[config.mk]
export PLATFORM = sky130hd
export DESIGN_NAME = wo_defer_mem
export DESIGN_NICKNAME = d
export VERILOG_FILES = /design/src/rtl/wo_defer_pkg.sv /design/src/rtl/wo_defer_pool.sv /design/src/rtl/wo_defer_cells.sv /design/src/rtl/wo_defer_rsp.sv /design/src/rtl/wo_defer_mem.sv
export SDC_FILE = /design/constraint.sdc
export NUM_CORES = 1
export LEC_CHECK = 0
export BUFFER_PORTS_ARGS = -buffer_cell sky130_fd_sc_hd__buf_2
export CAP_MARGIN = 20
export CORE_MARGIN = 2
export CORE_UTILIZATION = 35
export CTS_CLUSTER_SIZE = 14
export DETAILED_ROUTE_END_ITERATION = 10
export PLACE_DENSITY = 0.49
export SKIP_LAST_GASP = 1
export SYNTH_ARGS = -nofsm -noshare
export SYNTH_HDL_FRONTEND = slang
export SYNTH_SLANG_ARGS = --single-unit
[constraint.sdc]
create_clock -name clk -period 3.58 [get_ports clk]
set_clock_uncertainty 0.05 [all_clocks]
set_input_delay 0.179 -clock clk [delete_from_list [all_inputs] [get_ports clk]]
set_output_delay 0.179 -clock clk [all_outputs]
set_load 0.005 [all_outputs]
[src/rtl/wo_defer_pkg.sv]
package wo_defer_pkg;

    // Presence state of one array element
    typedef enum logic [1:0] {
        CELL_EMPTY = 2'b00,
        CELL_WAIT  = 2'b01,
        CELL_FULL  = 2'b10
    } cell_st_e;

    // Controller mode
    typedef enum logic {
        CTL_RUN   = 1'b0,
        CTL_DRAIN = 1'b1
    } ctl_st_e;

    // What an accepted write does to its element
    typedef enum logic [1:0] {
        WR_STORE   = 2'b00,
        WR_RELEASE = 2'b01,
        WR_REJECT  = 2'b10
    } wr_kind_e;

    function automatic wr_kind_e classify_write(cell_st_e st);
        case (st)
            CELL_FULL: return WR_REJECT;
            CELL_WAIT: return WR_RELEASE;
            default:   return WR_STORE;
        endcase
    endfunction

    function automatic logic read_hits(cell_st_e st);
        return st == CELL_FULL;
    endfunction

endpackage

[src/rtl/wo_defer_pool.sv]
module wo_defer_pool #(
    parameter int POOL  = 16,
    parameter int TAG_W = 4,
    localparam int PTR_W = (POOL > 1) ? $clog2(POOL) : 1
) (
    input  logic             clk,
    input  logic             rst,
    input  logic             alloc_en,
    input  logic [TAG_W-1:0] alloc_tag,
    input  logic [PTR_W-1:0] alloc_next,
    input  logic             alloc_link,
    input  logic             rel_en,
    input  logic [PTR_W-1:0] rel_ptr,
    output logic             free_any,
    output logic [PTR_W-1:0] free_ptr,
    input  logic [PTR_W-1:0] look_ptr,
    output logic [TAG_W-1:0] look_tag,
    output logic [PTR_W-1:0] look_next,
    output logic             look_link
);
    typedef struct packed {
        logic [TAG_W-1:0] tag;
        logic [PTR_W-1:0] next;
        logic             link;
    } waiter_t;

    logic [POOL-1:0] busy_q;
    waiter_t         ent_q [POOL];

    // Lowest-numbered free entry
    always_comb begin
        free_ptr = '0;
        for (int i = POOL - 1; i >= 0; i--) begin
            if (!busy_q[i]) free_ptr = PTR_W'(i);
        end
    end

    assign free_any = ~&busy_q;

    always_ff @(posedge clk) begin
        if (rst) begin
            busy_q <= '0;
        end else begin
            if (alloc_en) busy_q[free_ptr] <= 1'b1;
            if (rel_en)   busy_q[rel_ptr]  <= 1'b0;
        end
    end

    always_ff @(posedge clk) begin
        if (alloc_en) begin
            ent_q[free_ptr] <= '{tag: alloc_tag, next: alloc_next, link: alloc_link};
        end
    end

    assign look_tag  = ent_q[look_ptr].tag;
    assign look_next = ent_q[look_ptr].next;
    assign look_link = ent_q[look_ptr].link;

endmodule

[src/rtl/wo_defer_cells.sv]
module wo_defer_cells
    import wo_defer_pkg::*;
#(
    parameter int DEPTH  = 32,
    parameter int DATA_W = 16,
    parameter int PTR_W  = 4,
    localparam int IDX_W = (DEPTH > 1) ? $clog2(DEPTH) : 1
) (
    input  logic              clk,
    input  logic              rst,
    // read-side lookup
    input  logic [IDX_W-1:0]  a_idx,
    output cell_st_e          a_st,
    output logic [DATA_W-1:0] a_data,
    output logic [PTR_W-1:0]  a_head,
    // write-side lookup
    input  logic [IDX_W-1:0]  b_idx,
    output cell_st_e          b_st,
    output logic [PTR_W-1:0]  b_head,
    // single update port
    input  logic              upd_en,
    input  logic [IDX_W-1:0]  upd_idx,
    input  cell_st_e          upd_st,
    input  logic              upd_data_en,
    input  logic [DATA_W-1:0] upd_data,
    input  logic              upd_head_en,
    input  logic [PTR_W-1:0]  upd_head
);
    cell_st_e          st_q   [DEPTH];
    logic [DATA_W-1:0] data_q [DEPTH];
    logic [PTR_W-1:0]  head_q [DEPTH];

    always_ff @(posedge clk) begin
        if (rst) begin
            for (int i = 0; i < DEPTH; i++) st_q[i] <= CELL_EMPTY;
        end else if (upd_en) begin
            st_q[upd_idx] <= upd_st;
        end
    end

    always_ff @(posedge clk) begin
        if (upd_en && upd_data_en) data_q[upd_idx] <= upd_data;
        if (upd_en && upd_head_en) head_q[upd_idx] <= upd_head;
    end

    assign a_st   = st_q[a_idx];
    assign a_data = data_q[a_idx];
    assign a_head = head_q[a_idx];
    assign b_st   = st_q[b_idx];
    assign b_head = head_q[b_idx];

endmodule

[src/rtl/wo_defer_rsp.sv]
module wo_defer_rsp #(
    parameter int TAG_W  = 4,
    parameter int DATA_W = 16
) (
    input  logic              clk,
    input  logic              rst,
    input  logic              load_en,
    input  logic [TAG_W-1:0]  load_tag,
    input  logic [DATA_W-1:0] load_data,
    input  logic              out_ready,
    output logic              slot_free,
    output logic              out_valid,
    output logic [TAG_W-1:0]  out_tag,
    output logic [DATA_W-1:0] out_data
);
    assign slot_free = !out_valid || out_ready;

    always_ff @(posedge clk) begin
        if (rst) begin
            out_valid <= 1'b0;
            out_tag   <= '0;
            out_data  <= '0;
        end else if (load_en) begin
            out_valid <= 1'b1;
            out_tag   <= load_tag;
            out_data  <= load_data;
        end else if (out_ready) begin
            out_valid <= 1'b0;
        end
    end

endmodule

[src/rtl/wo_defer_mem.sv]
module wo_defer_mem
    import wo_defer_pkg::*;
#(
    parameter int DEPTH  = 32,
    parameter int DATA_W = 16,
    parameter int TAG_W  = 4,
    parameter int POOL   = 16,
    localparam int IDX_W = (DEPTH > 1) ? $clog2(DEPTH) : 1
) (
    input  logic              clk,
    input  logic              rst,
    input  logic              wr_valid,
    output logic              wr_ready,
    input  logic [IDX_W-1:0]  wr_index,
    input  logic [DATA_W-1:0] wr_data,
    input  logic              rd_valid,
    output logic              rd_ready,
    input  logic [IDX_W-1:0]  rd_index,
    input  logic [TAG_W-1:0]  rd_tag,
    output logic              rsp_valid,
    input  logic              rsp_ready,
    output logic [TAG_W-1:0]  rsp_tag,
    output logic [DATA_W-1:0] rsp_data,
    output logic              wr_error
);
    localparam int PTR_W = (POOL > 1) ? $clog2(POOL) : 1;

    // controller state
    ctl_st_e           ctl_q;
    logic [PTR_W-1:0]  drain_ptr_q;
    logic [DATA_W-1:0] drain_data_q;
    logic              err_q;

    // element lookups
    cell_st_e          rd_cell_st;
    logic [DATA_W-1:0] rd_cell_data;
    logic [PTR_W-1:0]  rd_cell_head;
    cell_st_e          wr_cell_st;
    logic [PTR_W-1:0]  wr_cell_head;

    // element update
    logic              upd_en;
    logic [IDX_W-1:0]  upd_idx;
    cell_st_e          upd_st;
    logic              upd_data_en;
    logic              upd_head_en;

    // pool
    logic              pool_free_any;
    logic [PTR_W-1:0]  pool_free_ptr;
    logic              alloc_en;
    logic [TAG_W-1:0]  look_tag;
    logic [PTR_W-1:0]  look_next;
    logic              look_link;

    // response
    logic              rsp_free;
    logic              rsp_load;
    logic [TAG_W-1:0]  rsp_load_tag;
    logic [DATA_W-1:0] rsp_load_data;

    logic              draining;
    logic              wr_fire;
    logic              rd_fire;
    logic              rd_hit;
    logic              drain_step;
    wr_kind_e          wkind;

    assign draining   = (ctl_q == CTL_DRAIN);
    assign wr_ready   = !draining;
    assign rd_ready   = !draining && !wr_valid && pool_free_any && rsp_free;
    assign wr_fire    = wr_valid && wr_ready;
    assign rd_fire    = rd_valid && rd_ready;
    assign wkind      = classify_write(wr_cell_st);
    assign rd_hit     = read_hits(rd_cell_st);
    assign alloc_en   = rd_fire && !rd_hit;
    assign drain_step = draining && rsp_free;
    assign wr_error   = err_q;

    // element update selection: writes and reads never fire together
    always_comb begin
        upd_en      = 1'b0;
        upd_idx     = wr_index;
        upd_st      = CELL_FULL;
        upd_data_en = 1'b0;
        upd_head_en = 1'b0;
        if (wr_fire && wkind != WR_REJECT) begin
            upd_en      = 1'b1;
            upd_data_en = 1'b1;
        end else if (alloc_en) begin
            upd_en      = 1'b1;
            upd_idx     = rd_index;
            upd_st      = CELL_WAIT;
            upd_head_en = 1'b1;
        end
    end

    // response source selection
    always_comb begin
        rsp_load      = 1'b0;
        rsp_load_tag  = rd_tag;
        rsp_load_data = rd_cell_data;
        if (drain_step) begin
            rsp_load      = 1'b1;
            rsp_load_tag  = look_tag;
            rsp_load_data = drain_data_q;
        end else if (rd_fire && rd_hit) begin
            rsp_load = 1'b1;
        end
    end

    always_ff @(posedge clk) begin
        if (rst) begin
            ctl_q        <= CTL_RUN;
            drain_ptr_q  <= '0;
            drain_data_q <= '0;
            err_q        <= 1'b0;
        end else begin
            if (wr_fire && wkind == WR_REJECT) err_q <= 1'b1;
            case (ctl_q)
                CTL_RUN: begin
                    if (wr_fire && wkind == WR_RELEASE) begin
                        ctl_q        <= CTL_DRAIN;
                        drain_ptr_q  <= wr_cell_head;
                        drain_data_q <= wr_data;
                    end
                end
                CTL_DRAIN: begin
                    if (drain_step) begin
                        if (look_link) drain_ptr_q <= look_next;
                        else           ctl_q       <= CTL_RUN;
                    end
                end
                default: ctl_q <= CTL_RUN;
            endcase
        end
    end

    wo_defer_cells #(
        .DEPTH (DEPTH),
        .DATA_W(DATA_W),
        .PTR_W (PTR_W)
    ) u_cells (
        .clk        (clk),
        .rst        (rst),
        .a_idx      (rd_index),
        .a_st       (rd_cell_st),
        .a_data     (rd_cell_data),
        .a_head     (rd_cell_head),
        .b_idx      (wr_index),
        .b_st       (wr_cell_st),
        .b_head     (wr_cell_head),
        .upd_en     (upd_en),
        .upd_idx    (upd_idx),
        .upd_st     (upd_st),
        .upd_data_en(upd_data_en),
        .upd_data   (wr_data),
        .upd_head_en(upd_head_en),
        .upd_head   (pool_free_ptr)
    );

    wo_defer_pool #(
        .POOL (POOL),
        .TAG_W(TAG_W)
    ) u_pool (
        .clk       (clk),
        .rst       (rst),
        .alloc_en  (alloc_en),
        .alloc_tag (rd_tag),
        .alloc_next(rd_cell_head),
        .alloc_link(rd_cell_st == CELL_WAIT),
        .rel_en    (drain_step),
        .rel_ptr   (drain_ptr_q),
        .free_any  (pool_free_any),
        .free_ptr  (pool_free_ptr),
        .look_ptr  (drain_ptr_q),
        .look_tag  (look_tag),
        .look_next (look_next),
        .look_link (look_link)
    );

    wo_defer_rsp #(
        .TAG_W (TAG_W),
        .DATA_W(DATA_W)
    ) u_rsp (
        .clk      (clk),
        .rst      (rst),
        .load_en  (rsp_load),
        .load_tag (rsp_load_tag),
        .load_data(rsp_load_data),
        .out_ready(rsp_ready),
        .slot_free(rsp_free),
        .out_valid(rsp_valid),
        .out_tag  (rsp_tag),
        .out_data (rsp_data)
    );

endmodule

==> impl_metrics.ini <==
[status]
status = complete, no violations

[placed_design]
io_buffers = 58
dp_slack_ns = -0.0175
place_congestion = 0.873
hpwl_um = 65700

[timing]
max_freq_mhz = 284
min_period_over_period = 0.983
slew_viol_final = 0
period_needed_ns = 3.52
finalSetupViolations = 0
tns_ns = 0
hold_viol = 0
rsz0062_at_grt = yes
fin_ws_ns = 0.0593
slew_headroom = 0.292
worst_pin_slew_ns = 1.06

[critical_path]
crit_path_start_kind = flop
critPathRequiredTime_ns = 3.84
worstPathArrival_ns = 3.78
cp_max_fo = 23
end_kind = flop
critPathKind = reg2reg

[yosys]
ys_seq_area_frac = 0.705
ys_top_cells_by_area = edfxtp_1, mux4_2, dfxtp_1, a22oi_1, nor2_1
ys_async_sr_fraction = 0
ys_warn_count = 0
synth_area_um2 = 37900
synth_top_area_frac = 0.672
synthCells = 2109
post-synth-top-area-cell = edfxtp_1
yosysUniqueCellTypes = 71
synth_edf_count = 848
synth_flop_cell = edfxtp_1
avgSynthCellArea_um2 = 18.0
syn_nets = 2144
synth.ff_latch_count = 911

[global_routing]
antenna_found_initial = 2
grt_max_degree = 70
gr-total-overflow = 0
grt_usage = 0.185
grt_pass1_vias = 21600
grt_first_pass_wirelength_um = 151000

[clock_network]
cts_sinks = 911
clk_latency_ns = 0.67
cts_tree = built
clk_path_buf_depth = 3
post-cts-setup-buffers = 0
path_clk_slew_ns = 0.06
htreeDepth = 3
cts-root-buf = clkbuf_16
cts_buffers = 95

[route]
drt_wl_total_um = 103000
route.detailed.drc = 0
wl_per_cell_um = 27.4
vias = 20700
ant_nets = 0
drt_iter0_drc = 1811
drt_first_pass_iters = 5
viasPerCell = 5.54

[floorplanning]
start_util = 0.354
die_w_um = 333
core_um2 = 107000
io_pins = 59
die_h_um = 333
dieArea_um2 = 111000
placementRows = 120

[run]
drv_cap = 0

[worst_hold_path]
hp-class = in2reg

[finish]
diodes = 0
final_layout_size_suffix_gt1_frac = 0.283
fin_nets = 2300
synthToLayoutAreaGrowth_pct = 16.4

[power]
fin_total_pwr_w = 0.0235
ir_drop_mv = 0.393
p_leak_nw = 14.2
power-per-cell-area_nw_per_um2 = 531
logic make-up (layout without fill, tap and decap cells):
kind of cell	count (synthesis)	in the layout	synth area share
muxes	300	300	0.165
DFF	911	911	0.705
buffers and inverters	184	419	0.0217
and+or+nand+nor	389	389	0.0473
AOI/OAI and AO/OA	325	325	0.0610
critical path: stages, from the launching register on:
cell and delay, ns:
edfxtp_1 0.42, mux4_2 0.46, mux2_2 0.30, a211oi_2 0.32
buf_4 0.21, nor2_4 0.05, a21oi_4 0.14, buf_4 0.30
nand2_1 0.43, nor2_1 0.45
sequential cells by signal, indices dropped and copies added (netlist names), named ones only:
| name | count |
|---|---|
| u_pool.ent_q | 144 |
| u_cells.data_q | 512 |
| u_cells.st_q | 64 |
| u_pool.busy_q | 16 |
| drain_ptr_q | 4 |
| u_rsp.out_data | 16 |
| u_cells.head_q | 128 |
| u_rsp.out_tag | 4 |
| ctl_q | 1 |
| wr_error | 1 |
| drain_data_q | 16 |
| u_rsp.out_valid | 1 |
power by group:
group / total (W) / switching (W) / internal [W]
Combinational: 0.00160 / 0.00102 / 0.000581
Sequential: 0.0118 / 0.0000768 / 0.0118
Clock: 0.0100 / 0.00410 / 0.00593
path summary, 6_finish.rpt:
check / from / endpoint / slack (ns) / cells past startpoint
worst min register to register: drain_data_q[15]$_SDFFE_PP0P_ / drain_data_q[15]$_SDFFE_PP0P_ / 0.41 / 2
worst max register to register: u_cells.st_q[5][1]$_SDFFCE_PN0P_ / u_cells.head_q[29][0]$_DFFE_PP_ / 0.06 / 9
worst max-delay path: u_cells.st_q[5][1]$_SDFFCE_PN0P_ / u_cells.head_q[29][0]$_DFFE_PP_ / 0.06 / 9
worst min-delay path: wr_data[12] / drain_data_q[12]$_SDFFE_PP0P_ / 0.03 / 3
per-stage QoR:
step | hold slack (ns) | instance area [um2] | cells | util
after detailed placement | 0.399 | 40900 | 3562 | 0.381
final | 0.0315 | 44100 | 3747 | 0.412
after floorplan | 0.228 | 37900 | 2109 | -
after global placement | 0.393 | 40800 | 3559 | 0.381
after global routing | 0.0555 | 44100 | 3747 | 0.412
after CTS | 0.000761 | 44100 | 3747 | 0.412
timing repair:
item / in CTS / in global routing
setup endpoints to repair: 0 / 254
endpoints found under the hold margin: 85 / 0
resized for setup: 0 / 3
hold buffers: 9 / 0
synthesized netlist by cell type, types with 6 or more instances:
master	n
a211oi_1	11
a21boi_0	29
a21oi_1	76
a22oi_1	86
a31oi_1	10
buf_1	20
buf_2	48
clkbuf_1	74
dfxtp_1	63
edfxtp_1	848
inv_1	30
mux2_2	6
mux2i_1	34
mux4_2	260
nand2_1	92
nand2b_1	13
nand3_1	29
nand3b_1	6
nand4_1	7
nor2_1	161
nor2b_1	16
nor3_1	22
nor4_1	16
o211ai_1	11
o21ai_0	22
o31a_1	8
o41ai_1	16
or3_1	6
layer usage:
metal	part of all wire	up-vias	GRT usage
met5	0.000068	-	0
met4	0.028	2	0.0551
met3	0.049	162	0.0273
met2	0.48	608	0.301
met1	0.44	11000	0.258
li1	-	8970	-
cell usage in the layout (no fill, tap or decap), types with 22 or more instances in the layout:
cell       Yosys  layout
nand3_1       29      29
edfxtp_1     848     848
clkbuf_16      0      97
mux2i_1       34      34
o21ai_0       22      22
a21boi_0      29      29
a22oi_1       86      86
inv_1         30      29
buf_4          4     115
a21oi_1       76      76
buf_2         48      55
clkbuf_1      74      26
dfxtp_1       63      62
nor2_1       161     125
buf_12         0      28
mux4_2       260     260
nand2_1       92      92
nor2_2         0      34
area by class of cell:
type                       instances  area (um2)
clock buffer                     130        2620
clock inverter                    46         554
fill                            9665       63100
inverter                          32         120
multi-input combinational       1014       10500
sequential                       911       26700
tap                             1403        1760
timing repair buffer             211        1840
Power figures use the tool's default switching activity.
